**config.mk**
```make
export PLATFORM = sky130hd
export DESIGN_NAME = ts_edge_stamp
export DESIGN_NICKNAME = d
export VERILOG_FILES = /design/src/rtl/ts_pkg.sv /design/src/rtl/ts_coarse_cnt.sv /design/src/rtl/ts_edge_find.sv /design/src/rtl/ts_capture.sv /design/src/rtl/ts_edge_stamp.sv
export SDC_FILE = /design/constraint.sdc
export NUM_CORES = 1
export LEC_CHECK = 0
export BUFFER_PORTS_ARGS = -buffer_cell sky130_fd_sc_hd__buf_4
export CAP_MARGIN = 20
export CORE_MARGIN = 4
export CORE_UTILIZATION = 50
export DETAILED_ROUTE_END_ITERATION = 10
export PLACE_DENSITY = 0.71
export RECOVER_POWER = 100
export SYNTH_ARGS = -nofsm -noshare
export SYNTH_HDL_FRONTEND = slang
export SYNTH_HIERARCHICAL = 1
export SYNTH_SLANG_ARGS = --single-unit
```
**constraint.sdc**
```tcl
create_clock -name clk_i -period 4 [get_ports clk_i]
set_input_delay 0.2 -clock clk_i [delete_from_list [all_inputs] [get_ports clk_i]]
set_output_delay 0.2 -clock clk_i [all_outputs]
set_load 0.1 [all_outputs]
```
**src/rtl/ts_pkg.sv**
```systemverilog
package ts_pkg;
  typedef enum logic [1:0] {
    ACT_IDLE    = 2'd0,
    ACT_CAPTURE = 2'd1,
    ACT_CLEAR   = 2'd2,
    ACT_MISS    = 2'd3
  } cap_act_e;
endpackage

```
**src/rtl/ts_coarse_cnt.sv**
```systemverilog
module ts_coarse_cnt #(
  parameter int unsigned COARSE_W = 32
) (
  input  logic                clk_i,
  input  logic                rst_ni,
  output logic [COARSE_W-1:0] cnt_o
);
  logic [COARSE_W-1:0] cnt_q;

  always_ff @(posedge clk_i or negedge rst_ni) begin
    if (!rst_ni) cnt_q <= '0;
    else         cnt_q <= cnt_q + 1'b1;
  end

  assign cnt_o = cnt_q;

  AST_COUNT_STEP: assert property (@(posedge clk_i) disable iff (!rst_ni)
    1'b1 |=> cnt_q == COARSE_W'($past(cnt_q) + 1'b1));
endmodule

```
**src/rtl/ts_edge_find.sv**
```systemverilog
module ts_edge_find #(
  parameter int unsigned SAMPLE_W = 8,
  localparam int unsigned IDX_W = $clog2(SAMPLE_W)
) (
  input  logic                clk_i,
  input  logic                rst_ni,
  input  logic [SAMPLE_W-1:0] word_i,
  output logic                hit_o,
  output logic [IDX_W-1:0]    idx_o
);
  logic                last_q;
  logic [SAMPLE_W:0]   ext;
  logic [SAMPLE_W-1:0] rise;

  // previous word's newest sample, high after reset to block a false edge
  always_ff @(posedge clk_i or negedge rst_ni) begin
    if (!rst_ni) last_q <= 1'b1;
    else         last_q <= word_i[SAMPLE_W-1];
  end

  assign ext = {word_i, last_q};

  for (genvar g = 0; g < SAMPLE_W; g++) begin : g_rise
    assign rise[g] = ~ext[g] & ext[g+1];
  end

  always_comb begin
    hit_o = 1'b0;
    idx_o = '0;
    for (int i = SAMPLE_W - 1; i >= 0; i--) begin
      if (rise[i]) begin
        hit_o = 1'b1;
        idx_o = IDX_W'(i);
      end
    end
  end

  AST_FIRST_RISE: assert property (@(posedge clk_i) disable iff (!rst_ni)
    hit_o |-> rise[idx_o] && ((rise & ~({SAMPLE_W{1'b1}} << idx_o)) == '0));
  AST_WORD_BOUNDARY: assert property (@(posedge clk_i) disable iff (!rst_ni)
    (!last_q && word_i[0]) |-> (hit_o && idx_o == '0));
endmodule

```
**src/rtl/ts_capture.sv**
```systemverilog
module ts_capture
  import ts_pkg::*;
#(
  parameter int unsigned TS_W = 35
) (
  input  logic            clk_i,
  input  logic            rst_ni,
  input  logic            hit_i,
  input  logic            ack_i,
  input  logic [TS_W-1:0] cand_i,
  output logic [TS_W-1:0] stamp_o,
  output logic            valid_o,
  output logic            overrun_o
);
  cap_act_e        act;
  logic [TS_W-1:0] stamp_q;
  logic            valid_q, ovr_q;

  // slot counts as free in the ack cycle
  always_comb begin
    if (hit_i && (!valid_q || ack_i)) act = ACT_CAPTURE;
    else if (ack_i)                   act = ACT_CLEAR;
    else if (hit_i)                   act = ACT_MISS;
    else                              act = ACT_IDLE;
  end

  always_ff @(posedge clk_i or negedge rst_ni) begin
    if (!rst_ni) begin
      stamp_q <= '0;
      valid_q <= 1'b0;
      ovr_q   <= 1'b0;
    end else begin
      unique case (act)
        ACT_CAPTURE: begin
          stamp_q <= cand_i;
          valid_q <= 1'b1;
          ovr_q   <= 1'b0;
        end
        ACT_CLEAR: begin
          valid_q <= 1'b0;
          ovr_q   <= 1'b0;
        end
        ACT_MISS: ovr_q <= 1'b1;
        default: ;
      endcase
    end
  end

  assign stamp_o   = stamp_q;
  assign valid_o   = valid_q;
  assign overrun_o = ovr_q;

  AST_VALID_HOLD: assert property (@(posedge clk_i) disable iff (!rst_ni)
    (valid_q && !ack_i) |=> valid_q);
  AST_STAMP_HOLD: assert property (@(posedge clk_i) disable iff (!rst_ni)
    (valid_q && !ack_i) |=> $stable(stamp_q));
  AST_CAPTURE_SETS: assert property (@(posedge clk_i) disable iff (!rst_ni)
    (hit_i && !valid_q) |=> (valid_q && !ovr_q));
  AST_MISS_FLAGS: assert property (@(posedge clk_i) disable iff (!rst_ni)
    (hit_i && valid_q && !ack_i) |=> ovr_q);
  AST_OVR_NEEDS_VALID: assert property (@(posedge clk_i) disable iff (!rst_ni)
    ovr_q |-> valid_q);
  AST_ACK_CLEARS: assert property (@(posedge clk_i) disable iff (!rst_ni)
    (ack_i && !hit_i) |=> (!valid_q && !ovr_q));
endmodule

```
**src/rtl/ts_edge_stamp.sv**
```systemverilog
module ts_edge_stamp #(
  parameter int unsigned SAMPLE_W = 8,
  parameter int unsigned COARSE_W = 32,
  localparam int unsigned IDX_W = $clog2(SAMPLE_W),
  localparam int unsigned TS_W  = COARSE_W + IDX_W
) (
  input  logic                clk_i,
  input  logic                rst_ni,
  input  logic [SAMPLE_W-1:0] sample_word_i,
  input  logic [TS_W-1:0]     offset_i,
  input  logic                ack_i,
  output logic [TS_W-1:0]     stamp_o,
  output logic                valid_o,
  output logic                overrun_o
);
  logic [COARSE_W-1:0] cnt;
  logic                hit;
  logic [IDX_W-1:0]    idx;
  logic [TS_W-1:0]     cand;

  ts_coarse_cnt #(.COARSE_W(COARSE_W)) u_cnt (
    .clk_i (clk_i),
    .rst_ni(rst_ni),
    .cnt_o (cnt)
  );

  ts_edge_find #(.SAMPLE_W(SAMPLE_W)) u_find (
    .clk_i (clk_i),
    .rst_ni(rst_ni),
    .word_i(sample_word_i),
    .hit_o (hit),
    .idx_o (idx)
  );

  // SAMPLE_W is a power of two, so count*SAMPLE_W + idx is a concatenation
  assign cand = {cnt, idx} - offset_i;

  ts_capture #(.TS_W(TS_W)) u_cap (
    .clk_i    (clk_i),
    .rst_ni   (rst_ni),
    .hit_i    (hit),
    .ack_i    (ack_i),
    .cand_i   (cand),
    .stamp_o  (stamp_o),
    .valid_o  (valid_o),
    .overrun_o(overrun_o)
  );

  AST_SAMPLE_POW2: assert final ((1 << IDX_W) == SAMPLE_W);
endmodule

```
==> flow_metrics.tcl <==
set metrics [dict create \
    synth_xor_area_share_pct 10.33 \
    place_congestion 0.8551 \
    synthCells 520 \
    synth_simple_gate_area_share_pct 14.70 \
    fin_tns_setup_ns 0 \
    setup_viol 0 \
    ys_seq_area_share_pct 34.45 \
    hold_buffers 1 \
    slowest_delay_ns 0.52 \
    final_util_pct 57.83 \
    drt_iter0_markers 136 \
    fin_crit_sh_pct 89.20 \
    synth_compound_area_share_pct 14.48 \
    endpoint_kind "register" \
    hpwl_um 8651 \
    synth_cell_types 62 \
    ctsResizeCount 0 \
    ys_warn_count 6 \
    synth_top_family_by_area "simple AND/OR/NAND/NOR gates" \
    layout_commonest_cell "dfrtp_1" \
    grt_pass1_vias 3916 \
    synth_fa_ha_area_share_pct 9.491 \
    cts_tree "yes" \
    drv_slew 71 \
    layout_common_cells "dfrtp_1, inv_1, buf_4, clkbuf_1, ha_1" \
    holdWs_ns 0.2329 \
    hold_path.class "input pin to register" \
    core_um2 9864 \
    numCtsBuffers 9 \
    synthArstFlopShare_pct 100.0 \
    r2r_end "u_cap/stamp_o[31]" \
    drive_above_1_share_pct 13.41 \
    crit_fanout 4 \
    grt_usage_pct 19.68 \
    syn_avg_cell_area_um2 9.786 \
    stdcell_area_um2 5704 \
    place_area_um2 5757 \
    gr-total-overflow 0 \
    post-route-min-period_ns 3.568 \
    vias 3969 \
    cp.required_ns 4.24 \
    reg2reg_slack_ns 0.44 \
    drc 0 \
    fin_skew_ns 0.008335 \
    hold_depth 3 \
    postCtsSetupRepairBufs 0 \
    failed_checks "capacitance limit, slew limit" \
    final_nets 683 \
    grt_pass1_wl_um 18470 \
    h-tree-depth 3 \
    antenna_found_initial 0 \
    area_delta_synth_final_pct 12.10 \
    timing.rr.start "u_find/last_q" \
    die_h_um 108.9 \
    firstDrtPassIters 4 \
    cp_slowest_cell "dlygate4sd3_1" \
    syn-num-nets 604 \
    synth-seq-cells 70 \
    die-area_um2 11850 \
    hold_viol 0 \
    num_rows 36 \
    status "finished, violations left" \
    max_freq_ghz 0.2803 \
    synth_edf_count 0 \
    port-buffer-count 82 \
    critPathArrivalTime_ns 3.80 \
    ioPinCount 83 \
    drt-total-wl_um 11290 \
    clkLatencyLatePin_ns 0.35 \
    worstSetupPathType "input pin to register" \
    ir_worst_vdd_v 0.0002615 \
    grt_max_degree 71 \
    n_antenna_cell 0 \
    tightest_slew_ns 1.754 \
    hold_path_startpoint "ack_i" \
    ys.flop_type "dfrtp_1" \
    start_util_pct 51.59 \
    worstPathCellList "dlygate4sd3_1 > clkbuf_1 > nor2_1 > o311ai_0 > o211a_1 > ha_1 > nor2b_1 > o31a_1 > o31ai_1 > a211o_1 > nand2_1 > a31oi_1 > o21bai_1 > xor2_1 > mux2_1" \
    hold-path-endpoint "u_cap/overrun_o" \
    cts.sinks 70 \
    power.leakage_nw 2.894 \
    routedWlPerCell_um 15.31 \
    r2r_cells 13 \
    powerDensity_nw_per_um2 408.1 \
    slew_headroom_pct -16.94 \
    start_kind "input pin" \
    cts_max_path_buffers 2 \
    synth.area.mux_share_pct 10.18 \
    rsz0062_at_grt "false" \
    antenna_left 0 \
    clkTransAtPathRegs_ns 0.08 \
    viasPerCell 5.385 \
    netlist_area_um2 5089 \
    die_w_um 108.9 \
    ctsRootBufferMaster "clkbuf_8" \
    drv_cap 1 \
]
## registers in the layout (all words and copies together) (netlist names)
register / count
u_cap/stamp_o: 35
u_cnt/cnt_o: 32
u_cap/overrun_o: 1
u_cap/valid_o: 1
u_find/last_q: 1
## critical path: cells and delay by family
| family | cells | cell delay [ns] |
|---|---|---|
| muxes | 1 | 0.30 |
| AOI/OAI and AO/OA | 7 | 1.90 |
| and+or+nand+nor | 3 | 0.32 |
| xor gates and xnor gates | 1 | 0.16 |
| adders and majority gates | 1 | 0.25 |
| buffers and inverters | 2 | 0.67 |
## final cells by class
type | instances | area [um2]
Clock buffer | 10 | 127.6
Clock inverter | 6 | 110.1
Fill cell | 977 | 4160
Inverter | 50 | 187.7
Multi-Input combinational cell | 384 | 2874
Sequential cell | 70 | 1753
Tap cell | 133 | 166.4
Timing Repair Buffer | 84 | 485.5
## worst max path at each step
| stage | end | from | slack [ns] |
|---|---|---|---|
| after floorplan | u_cap/stamp_o[31] | u_find/last_q | 0.92 |
| after global placement | u_cap/stamp_o[19] | u_find/last_q | 0.62 |
| after detailed placement | u_cap/stamp_o[28] | sample_word_i[0] | 0.47 |
| after CTS | u_cap/stamp_o[31] | u_find/last_q | 0.48 |
| after global routing | u_cap/stamp_o[28] | sample_word_i[7] | 0.16 |
| final | u_cap/stamp_o[31] | sample_word_i[7] | 0.43 |
## where the power goes
part           internal, mW  switching, mW  leakage, nW  total (mW)
clock network         0.413          0.280        0.112       0.694
registers             0.774         0.0404        0.871       0.814
logic                 0.163          0.657         1.91       0.820
total                  1.35          0.978         2.89        2.33
## cell families after synthesis
family                   Yosys count
AO/OA/AOI/OAI                    112
XOR/XNOR                          60
adder cells (fa/ha/maj)           38
buffers and inverters             66
flip-flops                        70
multiplexers                      36
AND/OR/NAND/NOR                  138
## cells in the mapped netlist, drive strengths merged (2+ instances only)
master | number | area [um2]
nand2 | 34 | 127.6
and4 | 4 | 35.03
dfrtp | 69 | 1727
or2 | 2 | 12.52
and2 | 3 | 18.77
a21oi | 32 | 160.2
a21boi | 3 | 22.52
o21bai | 7 | 52.55
a211oi | 4 | 30.03
a221o | 2 | 20.02
nand2b | 6 | 37.54
or3 | 2 | 17.52
nor4 | 10 | 108.9
and3 | 6 | 38.79
mux2 | 36 | 518.0
nor2b | 6 | 47.54
ha | 37 | 462.9
nor2 | 31 | 116.4
clkbuf | 5 | 18.77
o311ai | 2 | 17.52
nand3 | 24 | 130.1
o211a | 2 | 20.02
a21o | 18 | 135.1
nand4 | 4 | 25.02
a31oi | 6 | 37.54
o21a | 3 | 22.52
o21ai | 19 | 95.09
nor3 | 5 | 25.02
buf | 11 | 117.6
xnor2 | 28 | 245.2
xor2 | 32 | 280.3
a221oi | 2 | 17.52
inv | 50 | 187.7
## per-stage QoR
stage	cells	power (mW)	worst slack (ns)
floorplan	520	1.550	0.9187
global placement	720	1.750	0.6227
detailed placement	720	1.760	0.4745
CTS	737	2.464	0.4756
global route	737	2.428	0.1551
finish	737	2.328	0.4321
## metal layers
| metal | GRT usage [%] | wire [um] |
|---|---|---|
| met5 | 0 | 0 |
| met4 | 5.951 | 173 |
| met3 | 3.493 | 436 |
| met2 | 33.16 | 5454 |
| met1 | 25.76 | 5223 |
No activity file was read; power rests on OpenSTA's default activity.
